--- src/rtl/scl_gen_pkg.sv ---
`timescale 1ns/1ps
package scl_gen_pkg;
  // commands from control to datapath
  typedef struct packed {
    logic capture;  // latch the configuration word
    logic clear;    // reset the phase counter
    logic inc;      // advance the phase counter
  } cmd_t;

  // counter status from datapath to control
  typedef struct packed {
    logic isZero;
    logic isMid;
    logic isLast;
  } status_t;
endpackage

--- src/rtl/scl_gen_dp.sv ---
`timescale 1ns/1ps
module scl_gen_dp
  import scl_gen_pkg::*;
#(
  parameter int CFG_W = 32,
  parameter int DIV_W = 8,
  parameter int PRE_W = 3,
  parameter int OVERHEAD = 4
) (
  input  logic             clk,
  input  logic             rstN,
  input  logic [CFG_W-1:0] cfgWord,
  input  cmd_t             cmd,
  input  logic             selHigh,
  output status_t          status
);
  localparam int USED_W = 2 * DIV_W + PRE_W;
  localparam int CNT_W  = DIV_W + (1 << PRE_W);

  logic [DIV_W-1:0] lowDiv, highDiv;
  logic [PRE_W-1:0] expSel;
  logic [CNT_W-1:0] phaseCnt;
  logic [CNT_W-1:0] lowLen, highLen, curLen;

  generate
    if (CFG_W > USED_W) begin : g_spare
      logic unusedCfg;
      assign unusedCfg = ^cfgWord[CFG_W-1:USED_W];
    end
  endgenerate

  always_ff @(posedge clk or negedge rstN) begin
    if (!rstN) begin
      lowDiv  <= '0;
      highDiv <= '0;
      expSel  <= '0;
    end else if (cmd.capture) begin
      lowDiv  <= cfgWord[DIV_W-1:0];
      highDiv <= cfgWord[2*DIV_W-1:DIV_W];
      expSel  <= cfgWord[USED_W-1:2*DIV_W];
    end
  end

  always_comb begin
    lowLen  = ({{(CNT_W-DIV_W){1'b0}}, lowDiv}  << expSel) + CNT_W'(OVERHEAD);
    highLen = ({{(CNT_W-DIV_W){1'b0}}, highDiv} << expSel) + CNT_W'(OVERHEAD);
    curLen  = selHigh ? highLen : lowLen;
  end

  always_ff @(posedge clk or negedge rstN) begin
    if (!rstN)          phaseCnt <= '0;
    else if (cmd.clear) phaseCnt <= '0;
    else if (cmd.inc)   phaseCnt <= phaseCnt + 1'b1;
  end

  assign status.isZero = (phaseCnt == '0);
  assign status.isMid  = (phaseCnt == (curLen >> 1));
  assign status.isLast = (phaseCnt == curLen - 1'b1);
endmodule

--- src/rtl/scl_gen_ctrl.sv ---
`timescale 1ns/1ps
module scl_gen_ctrl
  import scl_gen_pkg::*;
(
  input  logic    clk,
  input  logic    rstN,
  input  logic    enable,
  input  logic    hold,
  input  status_t status,
  output cmd_t    cmd,
  output logic    selHigh,
  output logic    sclOut,
  output logic    lowStartStb,
  output logic    lowMidStb,
  output logic    highStartStb,
  output logic    highMidStb
);
  logic active;
  logic phaseHigh;
  logic stretchNow;

  assign stretchNow = !phaseHigh && hold;

  always_ff @(posedge clk or negedge rstN) begin
    if (!rstN) begin
      active    <= 1'b0;
      phaseHigh <= 1'b0;
    end else if (!enable) begin
      active    <= 1'b0;
      phaseHigh <= 1'b0;
    end else if (!active) begin
      active    <= 1'b1;
      phaseHigh <= 1'b0;
    end else if (status.isLast && !stretchNow) begin
      phaseHigh <= !phaseHigh;
    end
  end

  always_comb begin
    cmd.capture = !enable;
    cmd.clear   = !enable || !active || (status.isLast && !stretchNow);
    cmd.inc     = enable && active && !status.isLast;
  end

  assign selHigh      = phaseHigh;
  assign sclOut       = !active || phaseHigh;
  assign lowStartStb  = active && !phaseHigh && status.isZero;
  assign lowMidStb    = active && !phaseHigh && status.isMid;
  assign highStartStb = active && phaseHigh && status.isZero;
  assign highMidStb   = active && phaseHigh && status.isMid;
endmodule

--- src/rtl/scl_gen.sv ---
`timescale 1ns/1ps
module scl_gen
  import scl_gen_pkg::*;
#(
  parameter int CFG_W = 32,
  parameter int DIV_W = 8,
  parameter int PRE_W = 3
) (
  input  logic             clk,
  input  logic             rstN,
  input  logic [CFG_W-1:0] cfgWord,
  input  logic             enable,
  input  logic             hold,
  output logic             sclOut,
  output logic             lowStartStb,
  output logic             lowMidStb,
  output logic             highStartStb,
  output logic             highMidStb
);
  cmd_t    cmd;
  status_t status;
  logic    selHigh;

  scl_gen_dp #(.CFG_W(CFG_W), .DIV_W(DIV_W), .PRE_W(PRE_W)) u_dp (
    .clk(clk), .rstN(rstN), .cfgWord(cfgWord),
    .cmd(cmd), .selHigh(selHigh), .status(status)
  );

  scl_gen_ctrl u_ctrl (
    .clk(clk), .rstN(rstN), .enable(enable), .hold(hold),
    .status(status), .cmd(cmd), .selHigh(selHigh), .sclOut(sclOut),
    .lowStartStb(lowStartStb), .lowMidStb(lowMidStb),
    .highStartStb(highStartStb), .highMidStb(highMidStb)
  );
endmodule

--- config.mk ---
export PLATFORM = sky130hd
export DESIGN_NAME = scl_gen
export DESIGN_NICKNAME = d
export VERILOG_FILES = /design/src/rtl/scl_gen_pkg.sv /design/src/rtl/scl_gen_dp.sv /design/src/rtl/scl_gen_ctrl.sv /design/src/rtl/scl_gen.sv
export SDC_FILE = /design/constraint.sdc
export NUM_CORES = 1
export LEC_CHECK = 0
export BUFFER_PORTS_ARGS = -buffer_cell sky130_fd_sc_hd__clkbuf_2
export CORE_MARGIN = 2
export CORE_UTILIZATION = 49
export CTS_CLUSTER_DIAMETER = 80
export CTS_CLUSTER_SIZE = 14
export DETAILED_ROUTE_END_ITERATION = 16
export PLACE_DENSITY = 0.69
export SYNTH_ARGS = -nofsm -noshare
export SYNTH_HDL_FRONTEND = slang
export SYNTH_SLANG_ARGS = --single-unit
--- constraint.sdc ---
create_clock -name clk -period 5.9 [get_ports clk]
set_clock_uncertainty 0.2 [all_clocks]
set_input_delay 0.295 -clock clk [delete_from_list [all_inputs] [get_ports clk]]
set_output_delay 0.295 -clock clk [all_outputs]
set_load 0.02 [all_outputs]
* After elaboration in Yosys (flattened, before gate mapping)
Index checks and enable logic that the tools add are counted.
** Word-level totals
- Register bits after elaboration :: 37
- Input port bits :: 36
- Output and inout port bits :: 5
- Word-level logic and storage cells :: 42
** Cells by class
- $add $sub $neg :: 4
- Equal/unequal tests :: 3
- Shift operators :: 2
- Muxes and demuxes :: 7
- Reductions and logical operators :: 20
** Operator list (number)
- $mux W16 :: 3
- $add A16 B3 Y16 const B :: 2
- $shl A8 B3 Y16 :: 2
- $add A16 B1 Y16 const B :: 1
- $eq A16 B15 Y1 :: 1
- $eq A16 B16 Y1 :: 1
- $logic_not A16 Y1 :: 1
- $sub A16 B1 Y16 const B :: 1
- $logic_and A1 B1 Y1 :: 10
- $logic_not A1 Y1 :: 5
- $mux W1 :: 4
- $logic_or A1 B1 Y1 :: 3
- $ne A3 B3 Y1 const B :: 1
- $reduce_bool A2 Y1 :: 1

* Logic depth before layout (Yosys ltp)
- Depth in word-level cells :: 9
- Gate-level depth with buffers :: 19

* Modules after synthesis
Synthesis repeated with hierarchy kept, for this count alone.
** Unflattened totals
- Cells, all modules :: 343
- Area, all modules :: 3199.3 um2
** By module, submodules not included
- scl_gen_dp :: instances 1, cells each 326, area an instance 3062.9 um2, seq. area each 875.8 um2
- scl_gen_ctrl :: instances 1, cells each 17, area an instance 136.4 um2, seq. area each 50.0 um2

* Worst setup path after synthesis
OpenSTA, ideal clock, no wires.
- Kind :: flip-flop to flip-flop
- Start point :: register u_dp.expSel[0]
- End point :: register u_dp.phaseCnt[12]
- Arrival :: 4.443 ns
- Setup slack :: 1.133 ns
- Stages on the path, launching flop included :: 18
- Buffers on the path :: 4
- Period minus slack after synthesis :: 4.767 ns
- Cell sequence :: dfrtp_1 buf_4 nand2b_1 mux4_2 nor2_1 ha_1 o31ai_2 or3_1 and3b_1 clkbuf_1 or3_1 or4_1 a221oi_2 and3_1 buf_4 buf_4 nor3_1 a211o_1
** Between the ends
- Cells in the longest elaborated chain, start to end :: 8
- Elaborated cells between the ends (all ways) :: 13
- Those cells by class :: add/sub (3); eq/ne (1); shift (2); mux (2); reduce/logical (5)
** Ends and longest elaborated chain
- start, declared :: RTL line scl_gen_dp.sv:21 : logic [PRE_W-1:0] expSel;
- start signal, assigned :: RTL line scl_gen_dp.sv:40 : expSel <= cfgWord[USED_W-1:2*DIV_W];
- $shl A8 B3 Y16 (on tied branches) :: RTL line scl_gen_dp.sv:45, scl_gen_dp.sv:46
- $add A16 B3 Y16 (on tied branches) :: RTL line scl_gen_dp.sv:45, scl_gen_dp.sv:46
- $mux W16 (*) :: RTL line scl_gen_dp.sv:47 : curLen = selHigh ? highLen : lowLen;
- $sub A16 B1 Y16 (*) :: RTL line scl_gen_dp.sv:58 : assign status.isLast = (phaseCnt == curLen - 1'b1);
- $eq A16 B16 Y1 (*) :: RTL line scl_gen_dp.sv:58
- $logic_and A1 B1 Y1 / $logic_not A1 Y1 (equally long branches) :: RTL line scl_gen_ctrl.sv:41, scl_gen_ctrl.sv:42
- $logic_or A1 B1 Y1 / $logic_and A1 B1 Y1 (equally long branches) :: RTL line scl_gen_ctrl.sv:41, scl_gen_ctrl.sv:42
- $mux W16 / $reduce_bool A2 Y1 (equally long branches)
- end signal, assigned :: RTL line scl_gen_dp.sv:53 : else if (cmd.inc) phaseCnt <= phaseCnt + 1'b1;
- end, declared :: RTL line scl_gen_dp.sv:22 : logic [CNT_W-1:0] phaseCnt;
Every way passes the cells marked *; elsewhere a longest branch is shown, timed or not.
A chain may end at the register's enable or synchronous reset.

* Final worst setup path
- Start point :: register u_ctrl.phaseHigh, in the netlist u_ctrl.selHigh
- End point :: register u_dp.phaseCnt[4]
** Between the ends
- Cells in the longest elaborated chain, start to end :: 6
- Elaborated cells between the ends (all ways) :: 12
- Those cells by class :: add/sub (1); eq/ne (1); mux (2); reduce/logical (8)
** Ends and longest elaborated chain
- start, declared :: RTL line scl_gen_ctrl.sv:19 : logic phaseHigh;
- start signal, assigned :: RTL line scl_gen_ctrl.sv:35 : phaseHigh <= !phaseHigh;
- $mux W16 / $logic_not A1 Y1 (equally long branches) :: RTL line scl_gen_dp.sv:47, scl_gen_ctrl.sv:22
- $sub A16 B1 Y16 / $logic_and A1 B1 Y1 (equally long branches) :: RTL line scl_gen_dp.sv:58, scl_gen_ctrl.sv:22
- $eq A16 B16 Y1 / $logic_not A1 Y1 (equally long branches) :: RTL line scl_gen_dp.sv:58, scl_gen_ctrl.sv:41
- $logic_and A1 B1 Y1 / $logic_not A1 Y1 (equally long branches) :: RTL line scl_gen_ctrl.sv:41, scl_gen_ctrl.sv:42
- $logic_or A1 B1 Y1 / $logic_and A1 B1 Y1 (equally long branches) :: RTL line scl_gen_ctrl.sv:41, scl_gen_ctrl.sv:42
- $mux W16 / $reduce_bool A2 Y1 (equally long branches)
Several ways; a longest one is shown, not always the timed one.

==> results.py <==
metrics = {
    "clocking": {
        "clkSinkCount": 37,
        "clk_pin_slew_worst_paths_ps": 80,
        "clkLatencyLatePin_ps": 300,
        "cts_buffer_depth": 2,
        "cts_buffers": 5,
        "cts-root-buf": "clkbuf_8",
        "postCtsSetupRepairBufs": 0,
        "cts_tree": "yes",
        "htreeDepth": 2,
    },
    "setup_path": {
        "cp.required_ps": 5940,
        "cp_num_cells": 14,
        "slowest_stage": "dfrtp_1",
        "path_buf_inv": 0,
        "slowest_delay_ps": 610,
        "r2r_cells": 14,
        "critPathTopFamily": "simple AND/OR/NAND/NOR gates",
        "cp_max_fo": 13,
        "cp.arrival_ps": 5490,
        "crit_type": "reg2reg",
        "r2r_setup_slack_ps": 450,
        "reg2reg_to": "u_dp.phaseCnt[4]$_DFFE_PN0P_",
        "startpoint_type": "flip-flop",
        "end_kind": "flip-flop",
        "path_cells": "mux4_2 -> mux2i_1 -> nor2_1 -> ha_1 -> and3_1 -> o31ai_1 -> mux2i_1 -> and3b_1 -> or3_1 -> or4_1 -> a221oi_2 -> and3_1 -> and3b_2 -> o31a_1",
        "r2r-start": "u_ctrl.selHigh$_DFFE_PN0P_",
    },
    "min_path": {
        "hold_end": "u_dp.highDiv[5]$_DFFE_PN0N_",
        "hold_depth": 2,
        "hold_path_class": "in2reg",
        "hp-start": "cfgWord[13]",
    },
    "logic_synthesis": {
        "yosys-top-cells-area": "dfrtp_1 27%, mux2_2 7.1%, xnor2_1 6.3%, mux4_2 5.2%, nand2_1 4.2%",
        "synth_cells": 395,
        "synth_top_flop_cell": "dfrtp_1",
        "ys_warn_count": 0,
        "synth-async-reset-ratio_pct": 100,
        "synth_top_area_share_pct": 26.7,
        "synth_area_per_cell_um2": 8.78,
        "synth_seq_cells": 37,
        "yosysSeqAreaShare_pct": 26.7,
        "syn_area_mm2": 0.00347,
        "yosysTopAreaCell": "dfrtp_1",
        "syn-num-nets": 436,
        "synth_edf_count": 0,
        "synth_cell_types": 57,
    },
    "timing": {
        "period_share_pct": 92.4,
        "fin_crit_ps": 5450,
        "hold_viol_final": 0,
        "slew_headroom_pct": 40.3,
        "drv_slew": 0,
        "holdWs_ps": 23.8,
        "rsz0062_at_grt": "false",
        "setup_ws_ps": 448,
        "clock.fmax_mhz": 183,
        "setup_viol": 0,
        "tns_ps": 0,
        "tightest_slew_ps": 895,
    },
    "floorplanning": {
        "io_pins": 41,
        "core_region_area_mm2": 0.00683,
        "dieArea_mm2": 0.00776,
        "start_util_pct": 50.8,
        "die_y_um": 88.1,
        "rows": 30,
        "die_w_um": 88.1,
    },
    "power_and_ir_drop": {
        "powerDensity_mw_per_mm2": 208,
        "ir_drop_mv": 0.155,
        "total_power_mw": 0.783,
        "leakagePower_nw": 1.58,
    },
    "detailed_routing": {
        "wire_per_inst_um": 16.2,
        "via_per_inst": 5.85,
        "wl_um": 8200,
        "vias": 2962,
        "antenna_left": 0,
        "dr.pass1.iters": 4,
        "drtIter0Drc": 313,
        "post-route-drc-count": 0,
    },
    "place": {
        "hpwl_um": 6180,
        "post_dp_cell_area_mm2": 0.00365,
        "port-buffer-count": 27,
        "dp_slack_ps": 530,
        "gp_congestion": 0.921,
    },
    "finish": {
        "antenna_cells": 0,
        "nets": 450,
        "drive_above_1_share_pct": 22.0,
        "final_area_mm2": 0.00377,
        "syn_to_final_growth_pct": 8.70,
        "fillers": 648,
    },
    "global_route": {
        "grt_use_met1_pct": 34.1,
        "antenna_found_initial": 0,
        "grt_first_pass_wirelength_um": 14400,
        "busiest_layer": "met2",
        "grt_pass1_vias": 2899,
        "grt_max_degree": 38,
        "overflow": 0,
        "use_met2_pct": 35.8,
        "grt_usage_pct": 23.3,
        "grt.met3_usage_pct": 4.24,
    },
    "run": {
        "cap_violations": 0,
    },
    "status": {
        "status": "complete, no violations",
    },
}
==> synthesized netlist by cell type, types with 11 or more instances <==
| cell | count |
|---|---|
| and3_1 | 11 |
| xnor2_1 | 25 |
| dfrtp_1 | 37 |
| nand3_1 | 11 |
| nand2_1 | 39 |
| xor2_1 | 11 |
| nor3_1 | 15 |
| mux2i_1 | 12 |
| clkbuf_1 | 21 |
| mux2_2 | 22 |
| nor2_1 | 26 |
| inv_1 | 11 |
| a21oi_1 | 11 |
==> state kept, by name (all words and copies together), names as in the netlist <==
signal and flops:
u_ctrl.active 1, u_ctrl.selHigh 1, u_dp.expSel 3, u_dp.highDiv 8, u_dp.lowDiv 8, u_dp.phaseCnt 16
==> per-layer routing <==
layer / wire, um / part of all wire [%]
met1: 3840 / 47
met2: 3690 / 45
met3: 557 / 6.8
met4: 106 / 1.3
met5: 0 / 0
==> worst max-delay path by stage <==
stage,from,end
finish,u_ctrl.selHigh$_DFFE_PN0P_,u_dp.phaseCnt[4]$_DFFE_PN0P_
global route,u_ctrl.selHigh$_DFFE_PN0P_,u_dp.phaseCnt[4]$_DFFE_PN0P_
detailed placement,u_ctrl.selHigh$_DFFE_PN0P_,u_dp.phaseCnt[12]$_DFFE_PN0P_
floorplan,u_dp.expSel[0]$_DFFE_PN0N_,u_dp.phaseCnt[12]$_DFFE_PN0P_
global placement,u_ctrl.selHigh$_DFFE_PN0P_,u_dp.phaseCnt[4]$_DFFE_PN0P_
CTS,u_ctrl.selHigh$_DFFE_PN0P_,u_dp.phaseCnt[10]$_DFFE_PN0P_
==> cell usage in the layout (no fill, tap or decap), types with 7 or more instances in the layout <==
cell | Yosys | layout
and3_1 | 11 | 11
xor2_1 | 11 | 11
nor2_1 | 26 | 26
buf_4 | 5 | 8
clkbuf_2 | 0 | 27
inv_1 | 11 | 11
or3_1 | 7 | 7
nor4_1 | 8 | 8
or2_2 | 9 | 9
mux2i_1 | 12 | 12
mux2_2 | 22 | 22
nor3_1 | 15 | 15
o21ai_0 | 10 | 10
a21oi_1 | 11 | 11
dfrtp_1 | 37 | 37
nand3_1 | 11 | 11
xnor2_1 | 25 | 25
mux4_2 | 8 | 8
a211oi_1 | 9 | 9
a21o_1 | 9 | 9
nand2b_1 | 10 | 10
nand2_1 | 39 | 39
==> power by group <==
| group | switching (mW) | leakage (nW) | internal [mW] |
|---|---|---|---|
| clock network | 0.0976 | 0.0554 | 0.127 |
| registers | 0.0201 | 0.470 | 0.267 |
| logic | 0.151 | 1.06 | 0.120 |
| total | 0.269 | 1.58 | 0.514 |
==> logic make-up after synthesis <==
kind of cell             Yosys count  synth area share (%)
multiplexers                      43                  16.2
flip-flops                        37                  26.7
XOR/XNOR                          37                  9.74
AND/OR/NAND/NOR                  160                  24.1
buffers and inverters             41                  5.67
adder cells (fa/ha/maj)            5                  1.80
AO/OA/AOI/OAI                     72                  15.8
==> per-stage QoR <==
step	cells	utilization [%]
finish	506	55.2
global route	506	55.2
CTS	506	55.2
detailed placement	497	53.4
global placement	497	53.4
floorplan	395	-
==> cell type report <==
| type | count | area, um^2 | share of cell area [%] |
|---|---|---|---|
| multi-input combinational | 317 | 2340 | 62.2 |
| sequential | 37 | 926 | 24.6 |
| timing repair buffer | 37 | 225 | 5.98 |
| tap | 96 | 120 | 3.19 |
| clock buffer | 6 | 72.6 | 1.93 |
| inverter | 11 | 41.3 | 1.10 |
| clock inverter | 2 | 38.8 | 1.03 |
==> worst reg2reg max path, stage by stage (launching register included) <==
cell	delay, ps
dfrtp_1	610
mux4_2	600
mux2i_1	410
nor2_1	130
ha_1	290
and3_1	190
o31ai_1	80
mux2i_1	210
and3b_1	270
or3_1	380
or4_1	550
a221oi_2	340
and3_1	500
and3b_2	450
o31a_1	170
==> what timing repair did <==
| item | 4_1_cts | 5_1_grt |
|---|---|---|
| setup endpoints to repair | 0 | 0 |
| hold buffers | 1 | 0 |
| resized for setup | 0 | 0 |
| hold endpoints to repair | 37 | 0 |
(Power assumes the default switching activity.)
